## src/rtl/fir3_pkg.sv

```systemverilog
package fir3_pkg;

    localparam int NTAPS      = 3;
    localparam int DEF_DATA_W = 16;
    localparam int DEF_COEF_W = 16;

    // Growth bits needed to add NTAPS full-width products.
    function automatic int growth_bits(input int taps);
        int g;
        g = 0;
        while ((1 << g) < taps) g++;
        return g;
    endfunction

    function automatic int acc_width(input int dw, input int cw, input int taps);
        return dw + cw + growth_bits(taps);
    endfunction

endpackage

```

## src/rtl/fir3_tapline.sv

```systemverilog
module fir3_tapline #(
    parameter int DATA_W = 16,
    parameter int NTAPS  = 3
) (
    input  logic                    clk,
    input  logic                    rst,
    input  logic                    in_valid,
    input  logic [DATA_W-1:0]       in_sample,
    output logic [NTAPS*DATA_W-1:0] taps,
    output logic                    tap_valid
);

    typedef struct packed {
        logic [NTAPS-1:0][DATA_W-1:0] x;
        logic                         v;
    } tap_state_t;

    tap_state_t st_d, st_q;

    always_comb begin
        st_d   = st_q;
        st_d.v = in_valid;
        if (in_valid) begin
            st_d.x[0] = in_sample;
            for (int i = 1; i < NTAPS; i++) begin
                st_d.x[i] = st_q.x[i-1];
            end
        end
    end

    always_ff @(posedge clk) begin
        if (rst) begin
            st_q <= '0;
        end else begin
            st_q <= st_d;
        end
    end

    generate
        for (genvar g = 0; g < NTAPS; g++) begin : g_out
            assign taps[g*DATA_W +: DATA_W] = st_q.x[g];
        end
    endgenerate

    assign tap_valid = st_q.v;

endmodule

```

## src/rtl/fir3_stage1.sv

```systemverilog
module fir3_stage1 #(
    parameter int DATA_W = 16,
    parameter int COEF_W = 16,
    parameter int NTAPS  = 3,
    parameter int ACC_W  = DATA_W + COEF_W + 2
) (
    input  logic                    clk,
    input  logic                    rst,
    input  logic [NTAPS*DATA_W-1:0] taps,
    input  logic                    tap_valid,
    input  logic [NTAPS*COEF_W-1:0] coefs,
    output logic [ACC_W-1:0]        head_sum,
    output logic [ACC_W-1:0]        tail_prod,
    output logic                    s1_valid
);

    localparam int PROD_W = DATA_W + COEF_W;
    localparam int EXT_W  = ACC_W - PROD_W;

    typedef struct packed {
        logic [ACC_W-1:0] head;
        logic [ACC_W-1:0] tail;
        logic             v;
    } s1_state_t;

    s1_state_t        st_d, st_q;
    logic [PROD_W-1:0] prod [NTAPS];
    logic [ACC_W-1:0]  head_acc;

    generate
        for (genvar g = 0; g < NTAPS; g++) begin : g_mul
            assign prod[g] = $signed(taps[g*DATA_W +: DATA_W]) *
                             $signed(coefs[g*COEF_W +: COEF_W]);
        end
    endgenerate

    // Newest NTAPS-1 weighted taps share one adder chain; oldest rides alone.
    always_comb begin
        head_acc = '0;
        for (int i = 0; i < NTAPS - 1; i++) begin
            head_acc = head_acc + {{EXT_W{prod[i][PROD_W-1]}}, prod[i]};
        end
    end

    always_comb begin
        st_d   = st_q;
        st_d.v = tap_valid;
        if (tap_valid) begin
            st_d.head = head_acc;
            st_d.tail = {{EXT_W{prod[NTAPS-1][PROD_W-1]}}, prod[NTAPS-1]};
        end
    end

    always_ff @(posedge clk) begin
        if (rst) begin
            st_q <= '0;
        end else begin
            st_q <= st_d;
        end
    end

    assign head_sum  = st_q.head;
    assign tail_prod = st_q.tail;
    assign s1_valid  = st_q.v;

endmodule

```

## src/rtl/fir3_stage2.sv

```systemverilog
module fir3_stage2 #(
    parameter int ACC_W = 34
) (
    input  logic             clk,
    input  logic             rst,
    input  logic [ACC_W-1:0] head_sum,
    input  logic [ACC_W-1:0] tail_prod,
    input  logic             s1_valid,
    output logic [ACC_W-1:0] result,
    output logic             result_valid
);

    typedef struct packed {
        logic [ACC_W-1:0] y;
        logic             v;
    } s2_state_t;

    s2_state_t st_d, st_q;

    always_comb begin
        st_d   = st_q;
        st_d.v = s1_valid;
        if (s1_valid) begin
            st_d.y = head_sum + tail_prod;
        end
    end

    always_ff @(posedge clk) begin
        if (rst) begin
            st_q <= '0;
        end else begin
            st_q <= st_d;
        end
    end

    assign result       = st_q.y;
    assign result_valid = st_q.v;

endmodule

```

## src/rtl/fir3_pipe.sv

```systemverilog
module fir3_pipe
    import fir3_pkg::*;
#(
    parameter int DATA_W = DEF_DATA_W,
    parameter int COEF_W = DEF_COEF_W
) (
    input  logic                                       clk,
    input  logic                                       rst,
    input  logic                                       in_valid,
    input  logic [DATA_W-1:0]                          in_sample,
    input  logic [COEF_W-1:0]                          coef0,
    input  logic [COEF_W-1:0]                          coef1,
    input  logic [COEF_W-1:0]                          coef2,
    output logic                                       out_valid,
    output logic [acc_width(DATA_W, COEF_W, NTAPS)-1:0] out_sample
);

    localparam int ACC_W = acc_width(DATA_W, COEF_W, NTAPS);

    logic [NTAPS*DATA_W-1:0] tap_bus;
    logic                    tap_vld;
    logic [NTAPS*COEF_W-1:0] coef_bus;
    logic [ACC_W-1:0]        head_q;
    logic [ACC_W-1:0]        tail_q;
    logic                    s1_vld;

    assign coef_bus = {coef2, coef1, coef0};

    fir3_tapline #(
        .DATA_W (DATA_W),
        .NTAPS  (NTAPS)
    ) u_tapline (
        .clk       (clk),
        .rst       (rst),
        .in_valid  (in_valid),
        .in_sample (in_sample),
        .taps      (tap_bus),
        .tap_valid (tap_vld)
    );

    fir3_stage1 #(
        .DATA_W (DATA_W),
        .COEF_W (COEF_W),
        .NTAPS  (NTAPS),
        .ACC_W  (ACC_W)
    ) u_stage1 (
        .clk       (clk),
        .rst       (rst),
        .taps      (tap_bus),
        .tap_valid (tap_vld),
        .coefs     (coef_bus),
        .head_sum  (head_q),
        .tail_prod (tail_q),
        .s1_valid  (s1_vld)
    );

    fir3_stage2 #(
        .ACC_W (ACC_W)
    ) u_stage2 (
        .clk          (clk),
        .rst          (rst),
        .head_sum     (head_q),
        .tail_prod    (tail_q),
        .s1_valid     (s1_vld),
        .result       (out_sample),
        .result_valid (out_valid)
    );

endmodule

```

## config.mk

```make
export PLATFORM = sky130hd
export DESIGN_NAME = fir3_pipe
export DESIGN_NICKNAME = d
export VERILOG_FILES = /design/src/rtl/fir3_pkg.sv /design/src/rtl/fir3_tapline.sv /design/src/rtl/fir3_stage1.sv /design/src/rtl/fir3_stage2.sv /design/src/rtl/fir3_pipe.sv
export SDC_FILE = /design/constraint.sdc
export NUM_CORES = 2
export LEC_CHECK = 0
export ABC_AREA = 0
export BUFFER_PORTS_ARGS = -buffer_cell sky130_fd_sc_hd__clkbuf_2
export CAP_MARGIN = 20
export CELL_PAD_IN_SITES_DETAIL_PLACEMENT = 1
export CELL_PAD_IN_SITES_GLOBAL_PLACEMENT = 1
export CORE_MARGIN = 3
export CORE_UTILIZATION = 47
export DETAILED_ROUTE_END_ITERATION = 12
export PLACE_DENSITY = 0.8
export SYNTH_ARGS = -nofsm -noshare
export SYNTH_HDL_FRONTEND = slang
export SYNTH_SLANG_ARGS = --single-unit
export TNS_END_PERCENT = 1
```

## constraint.sdc

```tcl
create_clock -name clk -period 8.6 [get_ports clk]
set_clock_uncertainty 0.1 [all_clocks]
set_input_delay 1.72 -clock clk [delete_from_list [all_inputs] [get_ports clk]]
set_output_delay 1.72 -clock clk [all_outputs]
set_load 0.02 [all_outputs]
```

==> flow_summary_export.csv <==
group,metric,value,unit
outcome,run_status,"finished, final reports clean",
placed_design,dp.cells,5138,
logic_synthesis,synth.avg_cell_area,9.19,sq um
critical_path,critical_path.max_fanout,5,
sta,finalWorstSetupSlack,282,ps
drt,post_drt_wl_per_cell,21.5,um
floorplanning,floorplan.die.height,286,um
critical_path,crit_arrival,8540,ps
final_layout,fillerInstances,8897,
sta,setup_repair_after_global_routing_missed_its_margin,"no",
global_routing,gr-total-overflow,0,
placed_design,dpl_cell_area,39200,sq um
final_layout,area.growth.synth_to_final,8.43,%
pwr,power_density,306,nW/um^2
critical_path,critical-path-max-stage-delay,560,ps
pwr,max-vdd-ir-drop,0.562,mV
placed_design,post-place-ws,-272,ps
flow_run,max_cap_viol_count,0,
sta,setup-violations-final,0,
sta,final_max_slew_viols,0,
sta,worst_hold_slack,366,ps
floorplanning,ios,102,
placed_design,gp_congestion,0.906,
sta,timing.slew.headroom,23.0,%
logic_synthesis,synth_async_sr_flop_share,0,%
global_routing,groute.usage.overall,28.5,%
sta,final_hold_viol_count,0,
drt,post_drt_via_cell_ratio,5.39,
clocking,cts.repair.resized,0,
global_routing,vias_in_the_first_global_route,32992,
critical_path,critical_path.slowest_cell,"fa_1",
drt,finalWirelength,111,mm
floorplanning,die_area,81600,sq um
drt,drt_iter0_drc,1389,
clocking,cts.sinks,150,
clocking,cts_setup_buffers,0,
critical_path,cp-end-kind,"flop",
sta,clock.fmax,0.120,GHz
drt,postRouteAntennaNets,0,
critical_path,cp_data_required_time,8820,ps
placed_design,dp_hpwl,94.0,mm
floorplanning,die_x,286,um
sta,tns,0,ps
pwr,combinationalPowerShare,86.5,%
pwr,p_leak,19.9,nW
clocking,hold_buffers,0,
clocking,root_buffer,"clkbuf_16",
logic_synthesis,synth_seq_area_share,8.17,%
pwr,netSwitchingFraction,51.4,%
global_routing,grt_start_max_net_pins,77,
clocking,cts_inserted_buffers,17,
final_layout,post_route_cells_drive_above_1_share,7.54,%
clocking,h-tree-depth,4,
logic_synthesis,synth-seq-cells,150,
critical_path,crit_path_start_kind,"input port",
logic_synthesis,post_synth_inst_count,4001,
logic_synthesis,synth_enable_flop_cells,0,
clocking,tritoncts_clock_tree,"built",
sta,period_needed,8320,ps
drt,post-route-drc-count,0,
logic_synthesis,synth-main-ff-cell,"dfxtp_1",
final_layout,final_cell_area,39900,sq um
logic_synthesis,postSynthNetCount,5179,
logic_synthesis,yosysWarnings,0,
floorplanning,placement_rows,101,
final_layout,final_util,52.0,%
clocking,clk-insertion-delay-late,480,ps
sta,worst_pin_slew,1150,ps
final_layout,area_of_the_multi_input_gates,29700,sq um
global_routing,grt_first_pass_wirelength,181,mm
final_layout,stdcell_count,5170,
final_layout,finish.net_count,5305,
floorplanning,core-area,76700,sq um
critical_path,critPathKind,"in2reg",
worst_hold_path,holdCritPathClass,"reg2reg",
logic_synthesis,mappedNetlistArea,36800,sq um
floorplanning,initial_utilization,47.9,%
pwr,clk_pwr_share,6.5,%
placed_design,place.port_buffers,101,
logic_synthesis,synthDistinctLibCells,69,
critical_path,crit_top_cell,"fa_1",
sta,period_share,96.7,%
pwr,p_sw,6.27,mW
pwr,p_seq_share,7.0,%
final_layout,register_cell_area_after_layout,3000,sq um
pwr,design_power_total,12.2,mW
pwr,cellInternalPower,5.92,mW
drt,detail_route.first_pass.iterations,5,
global_routing,antenna_violations_before_repair,3,
drt,detailroute.via_count,27845,
clocking,clock_tree.buffer_depth,2,
clocking,clk_pin_slew,70,ps
## final cells by class
class | instances | area share (%)
Clock inverter | 14 | 0.402
Timing Repair Buffer | 261 | 4.50
Sequential cell | 150 | 7.54
Inverter | 936 | 8.82
Tap cell | 1030 | 3.23
Multi-Input combinational cell | 2761 | 74.4
Antenna cell | 1 | 0.00628
Clock buffer | 17 | 1.07
## logic make-up (layout without fill, tap and decap cells)
| logic type | after synthesis | in the layout | share of synthesized area, % |
|---|---|---|---|
| and+or+nand+nor | 1135 | 1135 | 15.0 |
| adders and majority gates | 1111 | 1111 | 55.1 |
| buffers and inverters | 1090 | 1228 | 11.2 |
| AOI/OAI and AO/OA | 336 | 336 | 6.00 |
| DFF | 150 | 150 | 8.17 |
| muxes | 91 | 91 | 2.48 |
| xor gates and xnor gates | 88 | 88 | 2.10 |
| other | 0 | 1 | 0 |
## worst max-delay path, delay by kind of cell
kind,cells,cell delay [ps]
AND/OR/NAND/NOR,3,630
XOR/XNOR,1,160
adder cells (fa/ha/maj),9,4360
AO/OA/AOI/OAI,5,870
buffers and inverters,7,800
## cells in the final DEF, fill, tap and decap left out, types with 11 or more instances in the layout
cell type and n:
nand3_1 26, nor3_1 32, ha_1 264, o22ai_1 11
mux2i_1 90, o211ai_1 11, clkbuf_2 96, clkbuf_16 17
inv_1 936, xnor2_1 75, nor2_1 186, dfxtp_1 149
fa_1 847, a21oi_1 96, o21a_1 15, a31oi_1 12
buf_4 156, a211oi_1 24, xor2_1 13, a21o_1 36
nand2b_1 28, nand2_1 435, and2_1 367, o21ai_0 59
and3_1 12
## path summary, 6_finish.rpt
path | start | end | slack [ps] | cells after the start
hold reg to reg | u_stage2.result[4] | u_stage2.result[4] | 370 | 2
setup / recovery | coef1[1] | u_stage1.head_sum[28] | 280 | 25
hold / removal | u_stage2.result[4] | u_stage2.result[4] | 370 | 2
setup reg to reg | u_tapline.taps[21] | u_stage1.head_sum[28] | 620 | 24
## layer usage
layer  global-route usage (%)  wire [um]  share of wire, %
met3                     4.40       5480               4.9
met5                        0         27             0.024
met2                     50.4      56400                51
met4                     11.2       4610               4.1
met1                     35.0      44600                40
## cell usage after synthesis, types with 11 or more instances
cell,n,area [sq um]
nand2b_1,28,175
xnor2_1,75,657
fa_1,847,17000
xor2_1,13,114
inv_1,936,3510
and3_1,12,75.1
nand2_1,436,1640
mux2i_1,90,901
nand3_1,26,130
nor2_1,186,698
and2_1,367,2300
o21a_1,15,113
o21ai_0,59,295
o22ai_1,11,68.8
a31oi_1,12,75.1
clkbuf_1,142,533
ha_1,264,3300
a211oi_1,24,180
nor3_1,32,160
dfxtp_1,150,3000
o211ai_1,11,82.6
a21oi_1,97,485
a21o_1,36,270
## state kept, by name, indices dropped and copies added, names as in the netlist
signal,count
u_stage2.result_valid,1
u_stage1.tail_prod,32
u_stage1.s1_valid,1
u_stage1.head_sum,33
u_tapline.tap_valid,1
u_stage2.result,34
u_tapline.taps,48
## power groups by stage
stage	logic [mW]	clock network, mW	registers (mW)
2_1_floorplan	6.07	0	0.823
5_1_grt	11.6	0.830	0.863
4_1_cts	10.4	0.810	0.854
3_5_place_dp	10.3	0	0.869
3_3_place_gp	9.71	0	0.866
6_report	10.5	0.793	0.857
Power figures use the tool's default switching activity.
